[src/rtl/sram_flag_recovery_ctrl.sv]
module sram_flag_recovery_ctrl #(
  parameter int AW = 19,
  parameter int DW = 32,
  parameter int CW = 16,
  parameter bit DIS_VIA_CE1 = 1'b0
) (
  input  logic          clk,
  input  logic          rst_n,
  input  logic [CW-1:0] cfg_dis_hold,
  input  logic [CW-1:0] cfg_oe_wait,
  input  logic          req_valid,
  output logic          req_ready,
  input  logic          req_write,
  input  logic [AW-1:0] req_addr,
  input  logic [DW-1:0] req_wdata,
  output logic          rsp_valid,
  output logic [DW-1:0] rsp_rdata,
  output logic [AW-1:0] mem_addr,
  output logic          mem_ce1_n,
  output logic          mem_ce2,
  output logic          mem_oe_n,
  output logic          mem_we_n,
  output logic [DW-1:0] mem_dq_out,
  output logic          mem_dq_oe,
  input  logic [DW-1:0] mem_dq_in,
  input  logic          mem_err_flag,
  output logic          err_event,
  output logic [AW-1:0] err_addr,
  output logic          fault
);

  typedef enum logic [3:0] {
    S_IDLE, S_WSET, S_WPUL, S_RD, S_DIS, S_OEH, S_HOLD, S_EN, S_RRD
  } st_t;

  st_t           state;
  logic [AW-1:0] cur_addr, good_addr;
  logic [DW-1:0] wdata;
  logic [CW-1:0] cnt;

  logic chip_on, oe_low, in_rec, pins_on;

  assign chip_on = state inside {S_WSET, S_WPUL, S_RD, S_EN, S_RRD};
  assign oe_low  = state inside {S_RD, S_DIS, S_RRD};
  assign in_rec  = state inside {S_DIS, S_OEH, S_HOLD, S_EN, S_RRD};

  generate
    if (DIS_VIA_CE1) begin : g_ce1
      assign mem_ce1_n = !chip_on;
      assign mem_ce2   = 1'b1;
    end else begin : g_ce2
      assign mem_ce1_n = 1'b0;
      assign mem_ce2   = chip_on;
    end
  endgenerate

  assign req_ready  = (state == S_IDLE);
  assign mem_oe_n   = !oe_low;
  assign mem_we_n   = (state != S_WPUL);
  assign mem_dq_oe  = state inside {S_WSET, S_WPUL};
  assign mem_dq_out = wdata;
  assign mem_addr   = (state inside {S_HOLD, S_EN, S_RRD}) ? good_addr : cur_addr;
  assign pins_on    = !mem_ce1_n && mem_ce2;

  always_ff @(posedge clk or negedge rst_n) begin
    if (!rst_n) begin
      state     <= S_IDLE;
      cur_addr  <= '0;
      good_addr <= '0;
      wdata     <= '0;
      cnt       <= '0;
      rsp_valid <= 1'b0;
      rsp_rdata <= '0;
      err_event <= 1'b0;
      err_addr  <= '0;
      fault     <= 1'b0;
    end else begin
      rsp_valid <= 1'b0;
      err_event <= 1'b0;
      case (state)
        S_IDLE: if (req_valid) begin
          cur_addr <= req_addr;
          wdata    <= req_wdata;
          cnt      <= '0;
          state    <= req_write ? S_WSET : S_RD;
        end
        S_WSET: state <= S_WPUL;
        S_WPUL: state <= S_IDLE;
        S_RD: if (cnt == cfg_oe_wait) begin
          cnt       <= '0;
          rsp_valid <= 1'b1;
          rsp_rdata <= mem_dq_in;
          if (mem_err_flag) state <= S_DIS;
          else begin
            good_addr <= cur_addr;
            state     <= S_IDLE;
          end
        end else cnt <= cnt + 1'b1;
        S_DIS: state <= S_OEH;
        S_OEH: begin
          cnt   <= '0;
          state <= S_HOLD;
        end
        S_HOLD: if (cnt == cfg_dis_hold) begin
          cnt   <= '0;
          state <= S_EN;
        end else cnt <= cnt + 1'b1;
        S_EN: state <= S_RRD;
        S_RRD: if (cnt == cfg_oe_wait) begin
          cnt       <= '0;
          err_event <= 1'b1;
          err_addr  <= cur_addr;
          if (mem_err_flag) fault <= 1'b1;
          state     <= S_IDLE;
        end else cnt <= cnt + 1'b1;
        default: state <= S_IDLE;
      endcase
    end
  end

  a_r4_oe_rises_after_deselect: assert property (@(posedge clk) disable iff (!rst_n)
    (in_rec && $rose(mem_oe_n)) |-> (!pins_on && $past(!pins_on)));

  a_r5_addr_moves_when_off: assert property (@(posedge clk) disable iff (!rst_n)
    (in_rec && $past(in_rec) && !$stable(mem_addr)) |-> (!pins_on && mem_oe_n));

  a_r6_reselect_with_oe_high: assert property (@(posedge clk) disable iff (!rst_n)
    (in_rec && $rose(pins_on)) |-> mem_oe_n);

  a_r8_no_write_no_accept: assert property (@(posedge clk) disable iff (!rst_n)
    in_rec |-> (mem_we_n && !req_ready));

  a_r9_event_single: assert property (@(posedge clk) disable iff (!rst_n)
    err_event |=> !err_event);

  a_r10_fault_sticky: assert property (@(posedge clk) disable iff (!rst_n)
    $past(fault) |-> fault);

  a_r3_rsp_after_oe_low: assert property (@(posedge clk) disable iff (!rst_n)
    $rose(rsp_valid) |-> $past(!mem_oe_n && pins_on));

endmodule

[config.mk]
export PLATFORM = sky130hd
export DESIGN_NAME = sram_flag_recovery_ctrl
export DESIGN_NICKNAME = d
export VERILOG_FILES = /design/src/rtl/sram_flag_recovery_ctrl.sv
export SDC_FILE = /design/constraint.sdc
export NUM_CORES = 1
export LEC_CHECK = 0
export ABC_AREA = 1
export BUFFER_PORTS_ARGS = -buffer_cell sky130_fd_sc_hd__buf_2
export CAP_MARGIN = 20
export CORE_ASPECT_RATIO = 1.4
export CORE_MARGIN = 4
export CORE_UTILIZATION = 51
export CTS_BUF_LIST = sky130_fd_sc_hd__clkbuf_8
export DETAILED_ROUTE_END_ITERATION = 10
export GPL_ROUTABILITY_DRIVEN = 0
export PLACE_DENSITY = 0.78
export SLEW_MARGIN = 20
export SYNTH_ARGS = -nofsm -noshare
export SYNTH_HDL_FRONTEND = slang
export SYNTH_SLANG_ARGS = --single-unit
[constraint.sdc]
create_clock -name clk -period 2.1 [get_ports clk]
set_clock_uncertainty 0.05 [all_clocks]
set_input_delay 0.525 -clock clk [delete_from_list [all_inputs] [get_ports clk]]
set_output_delay 0.525 -clock clk [all_outputs]
set_load 0.1 [all_outputs]
**Word-level counts from Yosys, hierarchy flattened**

Index checks and enable logic that the tools add are counted.

- Register bits: 144
- Input bits: 120
- Logic and storage cells: 57

- Add/subtract/negate cells: 1
- Equal/unequal tests: 15
- Muxes and demuxes: 15
- Bitwise operators: 1
- Reductions and logical operators: 15

Operators with widths:

| operator | count |
|---|---|
| $pmux 16 s4 | 1 |
| $mux 16 | 3 |
| $eq 16x16->1 | 2 |
| $pmux 4 s8 | 1 |
| $mux 19 | 1 |
| $add 16x1->16 const B | 1 |
| $eq 4x3->1 const B | 4 |
| $mux 4 | 4 |
| $eq 4x2->1 const B | 2 |
| $reduce_and 2->1 | 4 |
| $ne 2x1->1 const B | 3 |
| $reduce_and 3->1 | 2 |
| $reduce_bool 3->1 | 2 |
| $reduce_bool 5->1 | 1 |
| $eq 4x1->1 const B | 1 |
| $eq 4x4->1 const B | 1 |
| $logic_not 4->1 | 1 |
| $ne 4x2->1 const B | 1 |
| $reduce_and 4->1 | 1 |
| $reduce_bool 4->1 | 1 |
| $mux 1 | 3 |
| $mux 3 | 1 |
| $mux 2 | 1 |
| $ne 2x2->1 const B | 1 |
| 4 further kinds | 4 |

**Depth between registers and ports, before layout**

- Word-level depth: 4
- Mapped depth: 14
- Mapped depth without buffers: 11

**Worst setup path after synthesis**

OpenSTA, ideal clock, no wires.

- Kind: reg-to-output
- Start point: register state[1]
- End point: output mem_addr[10]
- Arrival time: 3.203 ns
- Data required time: 1.525 ns
- Setup slack: -1.678 ns
- Stages on the path, launching flop included: 7
- Path buffers: 2
- Path through: dfrtp_1 -> nor2_1 -> nand3_1 -> o21ai_0 -> buf_2 -> clkbuf_1 -> o21ai_0

- Longest elaborated chain between the ends: 3
- Elaborated cells between the ends (all ways): 5
- Those cells by class: eq/ne: 3; mux: 1; reduce/logical: 1

RTL lines:

| item | RTL line | text |
|---|---|---|
| from (decl) | 36 | `st_t state;` |
| from (signal assigned) | 85 | `state <= req_write ? S_WSET : S_RD;` |
| $eq 4x3->1 or $eq 4x4->1 (tied branches) | 62 | `assign mem_addr = (state inside {S_HOLD, S_EN, S_RRD}) ? good_addr : cur_addr;` |
| $reduce_bool 3->1 (*) | 62 |  |
| $mux 19 (*) | 62 |  |
| to (decl) | 18 | `output logic [AW-1:0] mem_addr,` |

Mark *: on every way between the ends. The rest lies on a longest branch, timed or not.

**Worst setup path after layout**

- Start point: register state[1]
- End point: output mem_addr[17]

The elaborated chain is that of the path after synthesis.

==> metrics.cfg <==
[status]
status = finished, violations left
violations = negative setup slack

[synth]
netlist.top_cell.by_area = dfrtp_1
synth_area_um2 = 6720
syn-num-nets = 917
seq_area_frac_synth_pct = 53.6
ys_ff_latch = 144
synth.area.top_cells = dfrtp_1, nand2_1, o21ai_0
netlist_instances = 796
yosysWarnings = 0
syn_avg_cell_area_um2 = 8.45
yosys.area.top_type_share_pct = 53.6
yosysUniqueCellTypes = 31

[timing]
finalHoldViolations = 0
min_period_over_period_pct = 117
setup_slack_ns = -0.351
relSlewSlack_pct = 65.6
worstMarginPinSlew_ns = 0.519
fmax_ghz = 0.408
rsz0062_at_grt = true
whs_ns = 0.229
layout_min_cycle_time_ns = 2.45
setup_viol_count_final = 24
drv_slew = 0

[pwr]
worst_ir_drop_vdd_mv = 1.00
clkPwrFrac_pct = 12.9
p_switching_mw = 8.50
seq_power_share_pct = 23.3
p_per_area_nw_per_um2 = 1640
internal_power_mw = 7.39
swShare_pct = 53.5
p_leak_nw = 5.21
comb_power_share_pct = 63.8

[final_layout]
area_growth_pct = 44.4
drive_gt1_share_pct = 39.6
layout_common_cells = nand2_1, buf_2, dfrtp_1, inv_1, o21ai_0
layout_commonest_cell = nand2_1
stdcell_area_um2 = 9710
num-nets-final = 1181

[placement]
pre_cts_ws_ns = 0.00521
place_area_um2 = 8960
dp_hpwl_um = 13800
portBuffers = 229

[global_route]
grt_start_max_net_pins = 56
grt.met3_usage_pct = 6.11
use_met1_pct = 28.6
grt_util_all_layers_pct = 25.4
top_usage_layer = met2
grt_pass1_wl_um = 30400
grt_overflow = 0
grt_pass1_vias = 6251
antenna_found_initial = 2
met2_usage_pct = 45.0

[floorplanning]
fp.dieH_um = 144
die_w_um = 105
row_count = 49
die-area_um2 = 15100
core_um2 = 12900
initial_core_util_pct = 52.2
ios = 231

[worst_setup_path]
required_ns = 1.52
crit_path_start_kind = flip-flop
cp-end-kind = output port
arrival_ns = 1.88
path_buf_inv = 3
cpPeakStageDelay_ns = 0.45
critical-path-top-delay-family = buffers and inverters
r2r_cells = 10
cp_max_fo = 8
r2r_end = mem_dq_out[12]$_DFFE_PN0P_
crit_chain = nor2_4 > nand3_4 > o21ai_4 > buf_6 > clkbuf_16 > nand2_2 > o21ai_4 > buf_12
r2r-start = state[3]$_DFFE_PN0P_
path_class = reg2out
cp_common_cell = o21ai_4
crit_slowest_cell = dfrtp_2
rrSetupSlack_ns = 0.05

[worst_hold_path]
hold_class = in2reg
worst_hold_path.num_cells = 3
min_to = rsp_rdata[9]$_DFFE_PN0P_
min_from = mem_dq_in[9]

[drt]
drcViolationCount = 0
via_per_inst = 5.08
wl_um = 19100
ant_nets = 0
via_count = 6240
firstDrtPassIters = 5
drt_iter0_drc = 312
wl_per_cell_um = 15.6

[clock_network]
cts_sinks = 144
cts.clk_slew.worst_paths_ns = 0.09
clock_latency_ns = 0.44
numCtsBuffers = 17
cts_tree = done
clk_path_buf_depth = 2
htreeDepth = 4
cts_root_buf = clkbuf_8

[flow_run]
maxCapViolCount = 0

cells by family after synthesis:
kind of cell,share of synthesized area [%]
buffers and inverters,7.15
AOI/OAI and AO/OA,7.29
xor gates and xnor gates,2.21
DFF,53.6
adders and majority gates,0.186
muxes,5.36
and+or+nand+nor,24.2
other,0.0558
power by group through the flow:
stage	sequential, mW	combinational [mW]	clock, mW
after floorplan	6.41	4.47	0
after global placement	3.70	9.61	0
after detailed placement	3.74	9.70	0
after CTS	3.70	10.1	2.10
after global routing	3.79	10.5	2.21
final	3.71	10.1	2.05
synth_stat cells (all sizes together):
master,instances
a21oi,1
buf,21
clkbuf,10
conb,1
dfrtp,144
ha,1
inv,81
mux2,32
nand2,317
nand3,36
nand4,4
nor2,40
nor3,4
nor4,1
o21ai,82
o21bai,1
o221ai,1
o31ai,1
or3b,1
xor2,17
cell type report:
cell class	count	area, um2
sequential	144	3610
timing repair buffer	276	2070
fill	933	3160
clock inverter	13	124
tap	153	191
antenna	2	5.00
clock buffer	19	262
multi-input combinational	540	3150
inverter	81	304
worst min-delay path, stage by stage:
cell and delay, ns:
buf_2 0.07, nand2_1 0.04, nand2_1 0.05
timing repair:
| item | 4_1_cts | 5_1_grt |
|---|---|---|
| hold endpoints to repair | 40 | 0 |
| gates cloned | 1 | 1 |
| hold buffers | 1 | 0 |
| pin swaps | 7 | 4 |
| resized for setup | 20 | 22 |
| setup endpoints to repair | 23 | 30 |
| setup buffers | 16 | 4 |
registers in the layout (all words and copies together) (netlist names):
signal      cells
cur_addr       19
mem_dq_out     32
state           4
cnt            16
fault           1
err_addr       19
err_event       1
rsp_rdata      32
rsp_valid       1
good_addr      19
through the flow:
step	power [mW]	instances	TNS (ns)	utilization [%]
CTS	15.9	1222	-7.51	74.6
global route	16.5	1228	-10.24	75.4
detailed placement	13.4	1172	0	69.6
floorplan	10.9	796	-4.20	-
finish	15.9	1228	-7.03	75.4
global placement	13.3	1172	0	69.6
metal layers:
| metal | up-vias | wire [um] |
|---|---|---|
| li1 | 3021 | - |
| met1 | 2906 | 7110 |
| met2 | 262 | 10100 |
| met3 | 51 | 1150 |
| met4 | 0 | 725 |
| met5 | - | 0 |
how the worst max path moves through the flow:
stage | from | end | cells past startpoint
floorplan | state[3]$_DFFE_PN0P_ | mem_ce2 | 6
global placement | state[3]$_DFFE_PN0P_ | mem_addr[10] | 7
detailed placement | state[3]$_DFFE_PN0P_ | mem_addr[1] | 7
CTS | state[2]$_DFFE_PN0P_ | mem_addr[15] | 9
global route | state[3]$_DFFE_PN0P_ | mem_addr[7] | 8
finish | state[1]$_DFFE_PN0P_ | mem_addr[17] | 8
Note: power is estimated with default switching activity, not from simulation.
